$ cat config.mk
export PLATFORM = sky130hd
export DESIGN_NAME = i2c_mseq
export DESIGN_NICKNAME = d
export VERILOG_FILES = /design/src/rtl/i2c_mseq_pkg.sv /design/src/rtl/i2c_mseq_evt.sv /design/src/rtl/i2c_mseq_ctrl.sv /design/src/rtl/i2c_mseq.sv
export SDC_FILE = /design/constraint.sdc
export NUM_CORES = 1
export LEC_CHECK = 0
export ABC_AREA = 0
export BUFFER_PORTS_ARGS = -buffer_cell sky130_fd_sc_hd__buf_2
export CORE_ASPECT_RATIO = 1.5
export CORE_MARGIN = 10
export CORE_UTILIZATION = 45
export DETAILED_ROUTE_END_ITERATION = 16
export PLACE_DENSITY = 0.78
export SLEW_MARGIN = 40
export SYNTH_ARGS = -nofsm -noshare
export SYNTH_HDL_FRONTEND = slang
export SYNTH_SLANG_ARGS = --single-unit
$ cat constraint.sdc
create_clock -name clk_i -period 2.31 [get_ports clk_i]
set_clock_uncertainty 0.2 [all_clocks]
set_input_delay 0.1155 -clock clk_i [delete_from_list [all_inputs] [get_ports clk_i]]
set_output_delay 0.1155 -clock clk_i [all_outputs]
set_load 0.05 [all_outputs]
$ cat src/rtl/i2c_mseq_pkg.sv
package i2c_mseq_pkg;
  localparam int FLG_START = 0;
  localparam int FLG_TX    = 1;
  localparam int FLG_RX    = 3;
  localparam int FLG_LAST  = 4;
  localparam int FLG_STOP  = 5;

  localparam int EVT_ACK  = 0;
  localparam int EVT_NAK  = 1;
  localparam int EVT_RX   = 2;
  localparam int EVT_STOP = 3;
  localparam int EVT_ABN  = 4;
  localparam int EVT_N    = 5;

  localparam logic [3:0] ST_IDLE   = 4'h0;
  localparam logic [3:0] ST_ACTIVE = 4'h8;
  localparam logic [3:0] ST_START  = 4'h9;
  localparam logic [3:0] ST_RSTART = 4'hA;
  localparam logic [3:0] ST_STOP   = 4'hB;
  localparam logic [3:0] ST_TXD    = 4'hC;
  localparam logic [3:0] ST_RXD    = 4'hE;

  typedef enum logic [1:0] {
    OP_START = 2'd0,
    OP_SEND  = 2'd1,
    OP_RECV  = 2'd2,
    OP_END   = 2'd3
  } op_e;

  typedef enum logic [2:0] {
    PH_IDLE, PH_DISP, PH_START, PH_TX, PH_TXEND, PH_RX, PH_STOP
  } phase_e;
endpackage

$ cat src/rtl/i2c_mseq_evt.sv
module i2c_mseq_evt
  import i2c_mseq_pkg::*;
#(
  parameter int N = EVT_N
) (
  input  logic         clk_i,
  input  logic         rst_ni,
  input  logic [N-1:0] set_i,
  input  logic [N-1:0] clr_i,
  output logic [N-1:0] evt_o
);
  logic [N-1:0] evt_q;

  always_ff @(posedge clk_i or negedge rst_ni) begin
    if (!rst_ni) evt_q <= '0;
    else         evt_q <= (evt_q & ~clr_i) | set_i;
  end

  assign evt_o = evt_q;

  AST_W1C_CLEARS: assert property (@(posedge clk_i) disable iff (!rst_ni)
    1'b1 |=> ((evt_q & $past(clr_i & ~set_i)) == '0));
  AST_SET_STICKS: assert property (@(posedge clk_i) disable iff (!rst_ni)
    1'b1 |=> ((evt_q & $past(set_i)) == $past(set_i)));
endmodule

$ cat src/rtl/i2c_mseq_ctrl.sv
module i2c_mseq_ctrl
  import i2c_mseq_pkg::*;
#(
  parameter int CMD_W  = 16,
  parameter int DATA_W = 8,
  parameter int ST_W   = 4
) (
  input  logic              clk_i,
  input  logic              rst_ni,
  input  logic              en_i,
  input  logic              cmd_we_i,
  input  logic [CMD_W-1:0]  cmd_wdata_i,
  input  logic [DATA_W-1:0] tx_byte_i,
  input  logic              rx_pend_i,
  output logic              op_valid_o,
  output logic [1:0]        op_code_o,
  output logic [DATA_W-1:0] op_byte_o,
  output logic              op_nack_o,
  input  logic              op_ready_i,
  input  logic              op_nak_i,
  input  logic [DATA_W-1:0] op_rdata_i,
  input  logic              bus_busy_i,
  output logic [EVT_N-1:0]  evt_set_o,
  output logic              busy_o,
  output logic [ST_W-1:0]   state_o,
  output logic [CMD_W-1:0]  cmd_o,
  output logic [DATA_W-1:0] rx_data_o
);
  localparam int ACT_BIT = ST_W - 1;

  phase_e             ph_q, ph_d;
  logic [ST_W-1:0]    st_q, st_d;
  logic [CMD_W-1:0]   cmd_q, cmd_d;
  logic [DATA_W-1:0]  rx_q, rx_d;
  logic               rx_req, fire;

  assign rx_req = cmd_q[FLG_RX] | cmd_q[FLG_LAST];
  assign fire   = op_valid_o & op_ready_i;

  always_comb begin
    ph_d      = ph_q;
    st_d      = st_q;
    cmd_d     = cmd_q;
    rx_d      = rx_q;
    evt_set_o = '0;
    unique case (ph_q)
      PH_IDLE: if (cmd_we_i && en_i) begin
        cmd_d = cmd_wdata_i;
        ph_d  = PH_DISP;
      end
      PH_DISP: begin
        if (cmd_q[FLG_START]) begin
          st_d = st_q[ACT_BIT] ? ST_RSTART : ST_START;
          ph_d = PH_START;
        end else if (cmd_q[FLG_TX]) begin
          st_d = ST_TXD;
          ph_d = PH_TX;
        end else if (rx_req && !rx_pend_i) begin
          st_d = ST_RXD;
          ph_d = PH_RX;
        end else if (cmd_q[FLG_STOP]) begin
          if (st_q[ACT_BIT]) begin
            st_d = ST_STOP;
            ph_d = PH_STOP;
          end else begin
            evt_set_o[EVT_ABN] = 1'b1;
            cmd_d[FLG_STOP]    = 1'b0;
            st_d               = ST_IDLE;
          end
        end else begin
          ph_d = PH_IDLE;
        end
      end
      PH_START: if (fire) begin
        evt_set_o[op_nak_i ? EVT_NAK : EVT_ACK] = 1'b1;
        cmd_d[FLG_START] = 1'b0;
        cmd_d[FLG_TX]    = 1'b0;  // single byte went out as address
        if (bus_busy_i) begin
          st_d = ST_ACTIVE;
          ph_d = PH_DISP;
        end else begin
          ph_d = PH_IDLE;
        end
      end
      PH_TX: if (fire) begin
        if (op_nak_i) begin
          evt_set_o[EVT_NAK] = 1'b1;
          ph_d = PH_TXEND;
        end else begin
          evt_set_o[EVT_ACK] = 1'b1;
          cmd_d[FLG_TX] = 1'b0;
          st_d = ST_ACTIVE;
          ph_d = PH_DISP;
        end
      end
      PH_TXEND: if (fire) begin
        cmd_d[FLG_TX] = 1'b0;
        st_d = ST_ACTIVE;
        ph_d = PH_DISP;
      end
      PH_RX: if (fire) begin
        rx_d = op_rdata_i;
        evt_set_o[EVT_RX] = 1'b1;
        cmd_d[FLG_RX]   = 1'b0;
        cmd_d[FLG_LAST] = 1'b0;
        st_d = ST_ACTIVE;
        ph_d = PH_DISP;
      end
      PH_STOP: if (fire) begin
        evt_set_o[EVT_STOP] = 1'b1;
        cmd_d[FLG_STOP] = 1'b0;
        st_d = ST_IDLE;
        ph_d = PH_DISP;
      end
      default: ph_d = PH_IDLE;
    endcase
  end

  always_ff @(posedge clk_i or negedge rst_ni) begin
    if (!rst_ni) begin
      ph_q  <= PH_IDLE;
      st_q  <= ST_IDLE;
      cmd_q <= '0;
      rx_q  <= '0;
    end else begin
      ph_q  <= ph_d;
      st_q  <= st_d;
      cmd_q <= cmd_d;
      rx_q  <= rx_d;
    end
  end

  always_comb begin
    op_valid_o = 1'b1;
    op_code_o  = OP_END;
    op_byte_o  = '0;
    unique case (ph_q)
      PH_START: begin op_code_o = OP_START; op_byte_o = tx_byte_i; end
      PH_TX:    begin op_code_o = OP_SEND;  op_byte_o = tx_byte_i; end
      PH_RX:    op_code_o = OP_RECV;
      PH_TXEND, PH_STOP: op_code_o = OP_END;
      default:  op_valid_o = 1'b0;
    endcase
  end

  assign op_nack_o = (ph_q == PH_RX) & cmd_q[FLG_LAST];
  assign busy_o    = (ph_q != PH_IDLE);
  assign state_o   = st_q;
  assign cmd_o     = cmd_q;
  assign rx_data_o = rx_q;

  AST_IDLE_NO_OP: assert property (@(posedge clk_i) disable iff (!rst_ni)
    !busy_o |-> !op_valid_o);
  AST_OP_HOLD: assert property (@(posedge clk_i) disable iff (!rst_ni)
    op_valid_o && !op_ready_i |=> op_valid_o && $stable(op_code_o) && $stable(op_byte_o));
  AST_START_CODE: assert property (@(posedge clk_i) disable iff (!rst_ni)
    op_valid_o && op_code_o == OP_START |-> (st_q == ST_START || st_q == ST_RSTART));
  AST_RX_GATED: assert property (@(posedge clk_i) disable iff (!rst_ni)
    $rose(op_valid_o) && op_code_o == OP_RECV |-> !rx_pend_i);
  AST_STOP_IDLE: assert property (@(posedge clk_i) disable iff (!rst_ni)
    ph_q == PH_STOP && fire |=> st_q == ST_IDLE);
endmodule

$ cat src/rtl/i2c_mseq.sv
module i2c_mseq
  import i2c_mseq_pkg::*;
#(
  parameter int CMD_W  = 16,
  parameter int DATA_W = 8,
  parameter int ST_W   = 4
) (
  input  logic              clk_i,
  input  logic              rst_ni,
  input  logic              en_i,
  input  logic              cmd_we_i,
  input  logic [CMD_W-1:0]  cmd_wdata_i,
  input  logic [DATA_W-1:0] tx_byte_i,
  input  logic [EVT_N-1:0]  evt_clr_i,
  output logic              op_valid_o,
  output logic [1:0]        op_code_o,
  output logic [DATA_W-1:0] op_byte_o,
  output logic              op_nack_o,
  input  logic              op_ready_i,
  input  logic              op_nak_i,
  input  logic [DATA_W-1:0] op_rdata_i,
  input  logic              bus_busy_i,
  output logic              busy_o,
  output logic [ST_W-1:0]   state_o,
  output logic [CMD_W-1:0]  cmd_o,
  output logic [DATA_W-1:0] rx_data_o,
  output logic [EVT_N-1:0]  evt_o
);
  logic [EVT_N-1:0] evt_set;

  i2c_mseq_ctrl #(.CMD_W(CMD_W), .DATA_W(DATA_W), .ST_W(ST_W)) u_ctrl (
    .clk_i, .rst_ni, .en_i, .cmd_we_i, .cmd_wdata_i, .tx_byte_i,
    .rx_pend_i (evt_o[EVT_RX]),
    .op_valid_o, .op_code_o, .op_byte_o, .op_nack_o,
    .op_ready_i, .op_nak_i, .op_rdata_i, .bus_busy_i,
    .evt_set_o (evt_set),
    .busy_o, .state_o, .cmd_o, .rx_data_o
  );

  i2c_mseq_evt #(.N(EVT_N)) u_evt (
    .clk_i, .rst_ni,
    .set_i (evt_set),
    .clr_i (evt_clr_i),
    .evt_o
  );
endmodule

==> results of run 1 <==
worst max-delay path: cells and delay by family, from the launching register on:
family           cells  cell delay (ns)
and+or+nand+nor      3             1.01
DFF                  1             0.53
muxes                1             0.31
state kept, by name, summed over array words and instances (netlist names):
signal / count
u_ctrl.rx_data_o: 8
u_evt.evt_o: 5
u_ctrl.ph_q: 3
u_ctrl.state_o: 4
u_ctrl.cmd_o: 16
metrics by stage:
| step | power (W) | hold WS, ns | std cells |
|---|---|---|---|
| 6_report | 0.004071 | 0.07817 | 335 |
| 5_1_grt | 0.004282 | 0.1304 | 335 |
| 4_1_cts | 0.004053 | 0.07420 | 334 |
| 3_5_place_dp | 0.003540 | 0.04998 | 294 |
| 3_3_place_gp | 0.003493 | 0.04805 | 294 |
| 2_1_floorplan | 0.002956 | -0.3801 | 165 |
cells in the mapped netlist (all sizes together), types with 3 or more instances:
| library cell | number | area share (%) |
|---|---|---|
| nor3 | 3 | 1.1 |
| nor2 | 9 | 1.9 |
| o21ai | 8 | 2.2 |
| nand2 | 7 | 1.5 |
| buf | 7 | 2.1 |
| mux2 | 22 | 14 |
| inv | 11 | 2.3 |
| nand2b | 3 | 1.0 |
| and2 | 12 | 4.2 |
| dfrtp | 36 | 50 |
| a21oi | 5 | 1.4 |
| nand3 | 4 | 1.1 |
kinds of logic after synthesis:
kind of cell / count (synthesis) / share of synthesized area [%]
multiplexers: 24 / 15.04
buffers and inverters: 20 / 4.782
AND/OR/NAND/NOR: 52 / 17.33
flip-flops: 36 / 49.90
AO/OA/AOI/OAI: 33 / 12.96
cell type report:
cell class / count / area, sq um
inverters: 11 / 41.29
clock buffers: 8 / 90.09
multi-input cells: 109 / 818.3
diodes: 1 / 2.502
repair buffers: 125 / 798.3
well taps: 45 / 56.30
flip-flops and latches: 36 / 900.9
fillers: 282 / 1216
power by group through the flow:
stage	Clock [W]	Combinational, W	Sequential, W
3_3_place_gp	0	0.00239	0.00110
2_1_floorplan	0	0.00104	0.00192
6_report	0.000463	0.00248	0.00113
3_5_place_dp	0	0.00242	0.00112
4_1_cts	0.000472	0.00247	0.00111
5_1_grt	0.000493	0.00262	0.00117
per-layer routing:
layer	routed length [microns]	part of all wire, %	up-vias	GRT usage, %
li1	-	-	830	-
met3	452	7.4	15	6.646
met4	174	2.9	0	8.969
met2	3424	56	70	31.54
met1	2046	34	854	15.93
met5	0	0	-	0
worst min-delay path by stage:
| stage | to | slack (ns) | cells past startpoint |
|---|---|---|---|
| after global placement | u_evt.evt_o[0] | 0.05 | 1 |
| after floorplan | u_ctrl.cmd_o[0] | -0.38 | 0 |
| after CTS | u_ctrl.cmd_o[1] | 0.07 | 4 |
| after detailed placement | u_evt.evt_o[1] | 0.05 | 1 |
| after global routing | u_ctrl.cmd_o[1] | 0.13 | 4 |
| final | u_ctrl.cmd_o[1] | 0.08 | 4 |
==> results by group, run 1 <==
Synthesis
  • Post-synthesis cell area: 0.001805 sq mm
  • Post-synth EDFFs: 0
  • Syn_nets: 209
  • Post-Syn Area per Cell: 10.94 sq um
  • Asr flop ratio synth: 100.0%
  • Syn Inst Count: 165
  • Netlist cell types: 45
  • Flops & latches, synth: 36
  • Sequential fraction of the synthesis area: 49.90%
  • Post-synth top flop: dfrtp_1
  • Synth warn: 0

Detailed routing
  • DR iter-0 viols: 53
  • Pre-Repair DR Iteration Count: 4
  • Post-route ant nets: 0
  • Detail-routed via count per cell: 5.281
  • Residual DRC: 0
  • Routed vias: 1769
  • Routed wire length: 6.097 mm
  • WL per Instance: 18.20 microns

Timing
  • Least-Margin Pin Slew: 0.4652 ns
  • Sum of negative setup slack: 0 ns
  • Final setup fails: 0
  • Rel. slew slack: 68.99%
  • Period utilization: 93.62%
  • Final setup margin: 0.1473 ns
  • F_max: 462.4 MHz
  • Setup repair after global routing missed its margin: false
  • Pins Over Slew Limit: 0
  • Fin. Hold Viols: 0
  • Period minus WS final: 2.163 ns

GRT
  • Aggregate global routing overflow: 0
  • Vias in the first global route: 1929
  • GRT Total Usage: 17.39%
  • Initial antenna violation count: 1
  • First-pass GRT wire length: 9.860 mm
  • Largest net degree at the start of global routing: 37

Die
  • Number of I/O pins: 90
  • Die Area: 0.006998 sq mm
  • CORE AREA: 0.003924 sq mm
  • Die W: 71.72 microns
  • Initial core utilization: 46.01%
  • Row cnt: 28
  • Die extent in y: 97.58 microns

CTS
  • Num Clock Sinks: 36
  • Post-CTS sizing: 0
  • Clock buffer count from CTS: 5
  • Clock slew at reported path FFs: 0.07 ns
  • Post-CTS Setup Bufs: 0
  • Number of hold buffers added after CTS: 32
  • CTS Root Cell: clkbuf_8
  • Clock Tree Buf Depth: 2
  • TritonCTS clock tree: built
  • Worst-Skew Late Latency: 0.28 ns
  • H-Tree Depth: 2

Power and ir drop
  • Reg power frac: 27.7%
  • Comb power frac: 61.0%
  • Cell Pwr Density: 1503 mW/mm^2
  • Internal cell power: 0.001907 W
  • Leak pwr: 1.383 nW
  • P_sw: 0.002164 W
  • Worst vdd ir: 0.9971 mV
  • Clock power frac: 11.4%
  • Switching part of the total: 53.16%

Worst hold path
  • Hold crit path type: in2reg
  • Hold Startpoint: cmd_wdata_i[1]

Layout
  • Commonest non-fill, non-tap cell in the layout: buf_2
  • Layout cell share with drive strength beyond 1: 43.94%
  • Util after Layout: 69.01%
  • Most frequent cells in the layout: buf_2 (88), dfrtp_1 (36), dlygate4sd3_1 (32), mux2_2 (21), and2_1 (12)
  • Synth-to-layout area growth: 49.97%
  • Nets@finish: 332
  • Final Instance Area: 0.002708 sq mm

Worst setup path
  • CP max-delay cell: dfrtp_1
  • WP data required: 2.29 ns
  • CP endpoint kind: flop
  • Crit Path Category: reg2reg
  • Crit-path cells: or3b_4 -> nor4b_4 -> nor3_2 -> mux2_4
  • Start of the worst register-to-register path: u_ctrl.ph_q[1]
  • CP max stage delay: 0.53 ns
  • CP max FO: 16
  • Worst Setup SP: u_ctrl.ph_q[1]
  • CP Launch Type: flop
  • Reg2reg end: u_ctrl.state_o[1]
  • R2R depth: 4
  • Crit path DAT: 2.14 ns
  • Crit path capture: u_ctrl.state_o[1]
  • FF-to-FF setup slack: 0.15 ns

Placement
  • DP HPWL: 4.021 mm
  • PortBufs: 89
  • DP Area: 0.002292 sq mm
  • DP Worst Slack: 0.1643 ns
  • GPL Wtd Cong: 0.8970

Run
  • Max-cap violations: 0

Outcome
  • Status: complete, no violations
(Power assumes the default switching activity.)
==> inputs of run 2 (changes only) <==
- CORE_MARGIN: 10 -> not set
==> results by group, run 2 (same netlist as run 1, synthesis figures left out) <==
CTS
  • Num Clock Sinks: 36
  • Clock buffer count from CTS: 5
  • TritonCTS clock tree: built
  • CTS Root Cell: clkbuf_8
  • Post-CTS sizing: 0
  • Worst-Skew Late Latency: 0.28 ns
  • Clock Tree Buf Depth: 2
  • H-Tree Depth: 2
  • Number of hold buffers added after CTS: 32
  • Clock slew at reported path FFs: 0.07 ns
  • Post-CTS Setup Bufs: 0

Worst setup path
  • Crit-path cells: buf_4 -> nor2b_1 -> inv_1 -> nor2_1 -> nor2_1 -> buf_2
  • Crit path DAT: 1.87 ns
  • CP max stage delay: 0.51 ns
  • CP endpoint kind: output pin
  • Start of the worst register-to-register path: u_ctrl.ph_q[1]
  • Cell mode on critical path: nor2_1
  • CP max FO: 11
  • Crit Path Category: reg2out
  • CP max-delay cell: dfrtp_1
  • FF-to-FF setup slack: 0.22 ns
  • R2R depth: 4
  • Reg2reg end: u_ctrl.state_o[1]
  • CP Launch Type: flop
  • WP data required: 1.99 ns

Worst hold path
  • Hold crit path type: in2reg
  • Hold Path Depth: 4
  • Worst Hold Path EP: u_ctrl.cmd_o[1]
  • Hold Startpoint: cmd_wdata_i[1]

Die
  • Number of I/O pins: 90
  • Row cnt: 27
  • Die W: 53.72 microns
  • CORE AREA: 0.003750 sq mm
  • Initial core utilization: 48.15%
  • Die Area: 0.004275 sq mm
  • Die extent in y: 79.58 microns

Placement
  • PortBufs: 89
  • DP HPWL: 3.209 mm
  • GPL Wtd Cong: 0.8543

Outcome
  • Status: complete, no violations

Power and ir drop
  • Cell Pwr Density: 1515 mW/mm^2
  • Internal cell power: 0.002049 W
  • Leak pwr: 1.412 nW
  • P_sw: 0.002123 W
  • Worst vdd ir: 1.097 mV
  • Switching part of the total: 50.88%
  • Clock power frac: 14.3%
  • Comb power frac: 59.1%
  • Total power: 0.004173 W
  • Reg power frac: 26.7%

Layout
  • Most frequent cells in the layout: buf_2 (88), dfrtp_1 (36), dlygate4sd3_1 (32), mux2_2 (21), and2_1 (12)
  • Layout cell share with drive strength beyond 1: 45.02%
  • Largest register FFs: 16
  • Commonest non-fill, non-tap cell in the layout: buf_2
  • Layout fillers: 264
  • Util after Layout: 73.44%
  • Synth-to-layout area growth: 52.53%
  • Nets@finish: 334
  • Ant. Diodes: 0

Timing
  • Period minus WS final: 2.186 ns
  • Fin. Hold Viols: 0
  • Period utilization: 94.64%
  • Rel. slew slack: 69.72%
  • Pins Over Slew Limit: 0
  • Least-Margin Pin Slew: 0.4542 ns
  • Sum of negative setup slack: 0 ns
  • Final setup fails: 0
  • F_max: 457.4 MHz
  • Setup repair after global routing missed its margin: false

Detailed routing
  • Pre-Repair DR Iteration Count: 4
  • Post-route ant nets: 0
  • DR iter-0 viols: 34
  • WL per Instance: 14.90 microns
  • Routed wire length: 4.977 mm
  • Detail-routed via count per cell: 5.243
  • Routed vias: 1751
  • Residual DRC: 0

GRT
  • Initial antenna violation count: 0
  • Largest net degree at the start of global routing: 37
  • GRT Total Usage: 25.38%
  • Aggregate global routing overflow: 0
  • First-pass GRT wire length: 7.755 mm
  • Vias in the first global route: 1735

Run
  • Max-cap violations: 0
## run 2: cell types whose count changed in the layout (fill, tap and decap cells not counted)
cell	previous run	this run
clkbuf_1	2	0
clkbuf_8	6	7
bufinv_16	0	1
buf_4	5	7
diode_2	1	0
## run 2: final cells by class
class | count | area, sq um | area share (%)
Multi-Input combinational cell | 109 | 818.3 | 29.71
Sequential cell | 36 | 900.9 | 32.71
Inverter | 11 | 41.29 | 1.499
Clock buffer | 7 | 96.34 | 3.498
Timing Repair Buffer | 127 | 813.3 | 29.53
Clock inverter | 1 | 30.03 | 1.090
Tap cell | 43 | 53.80 | 1.954
## run 2: metal layers
metal / GRT usage (%) / vias up / share of wire (%)
li1: - / 834 / -
met3: 6.476 / 10 / 7.7
met1: 27.51 / 824 / 36
met2: 44.57 / 83 / 54
met5: 0 / - / 0
met4: 10.53 / 0 / 2.1
## run 2: through the flow
step           cells  area [sq um]  setup WS, ns  hold slack (ns)
2_1_floorplan    165          1805        0.1434          -0.3801
3_3_place_gp     294          2305        0.2861          0.04758
3_5_place_dp     294          2305        0.2478          0.03856
4_1_cts          334          2751        0.1811           0.1128
5_1_grt          334          2754       0.05396           0.1396
6_report         334          2754        0.1239           0.1026
## run 2: how the worst max path moves through the flow
stage                        end      startpoint  slack [ns]
5_1_grt             op_code_o[0]  u_ctrl.ph_q[1]        0.05
2_1_floorplan   u_ctrl.cmd_o[11]  u_ctrl.ph_q[1]        0.14
3_5_place_dp   u_ctrl.state_o[1]  u_ctrl.ph_q[1]        0.25
4_1_cts             op_code_o[0]  u_ctrl.ph_q[1]        0.18
6_report            op_code_o[0]  u_ctrl.ph_q[1]        0.12
3_3_place_gp      u_ctrl.ph_q[0]  u_ctrl.ph_q[0]        0.29
## run 2: power by group through the flow
stage          Combinational (W)  Sequential (W)  Clock (W)
4_1_cts                  0.00245         0.00110   0.000604
3_3_place_gp             0.00237         0.00110          0
5_1_grt                  0.00260         0.00114   0.000626
2_1_floorplan            0.00104         0.00192          0
3_5_place_dp             0.00240         0.00111          0
6_report                 0.00246         0.00111   0.000596
## run 2: critical path: cells and delay by family (launching register included)
family | cells | cell delay, ns
buffers and inverters | 3 | 0.56
and+or+nand+nor | 3 | 0.53
DFF | 1 | 0.51
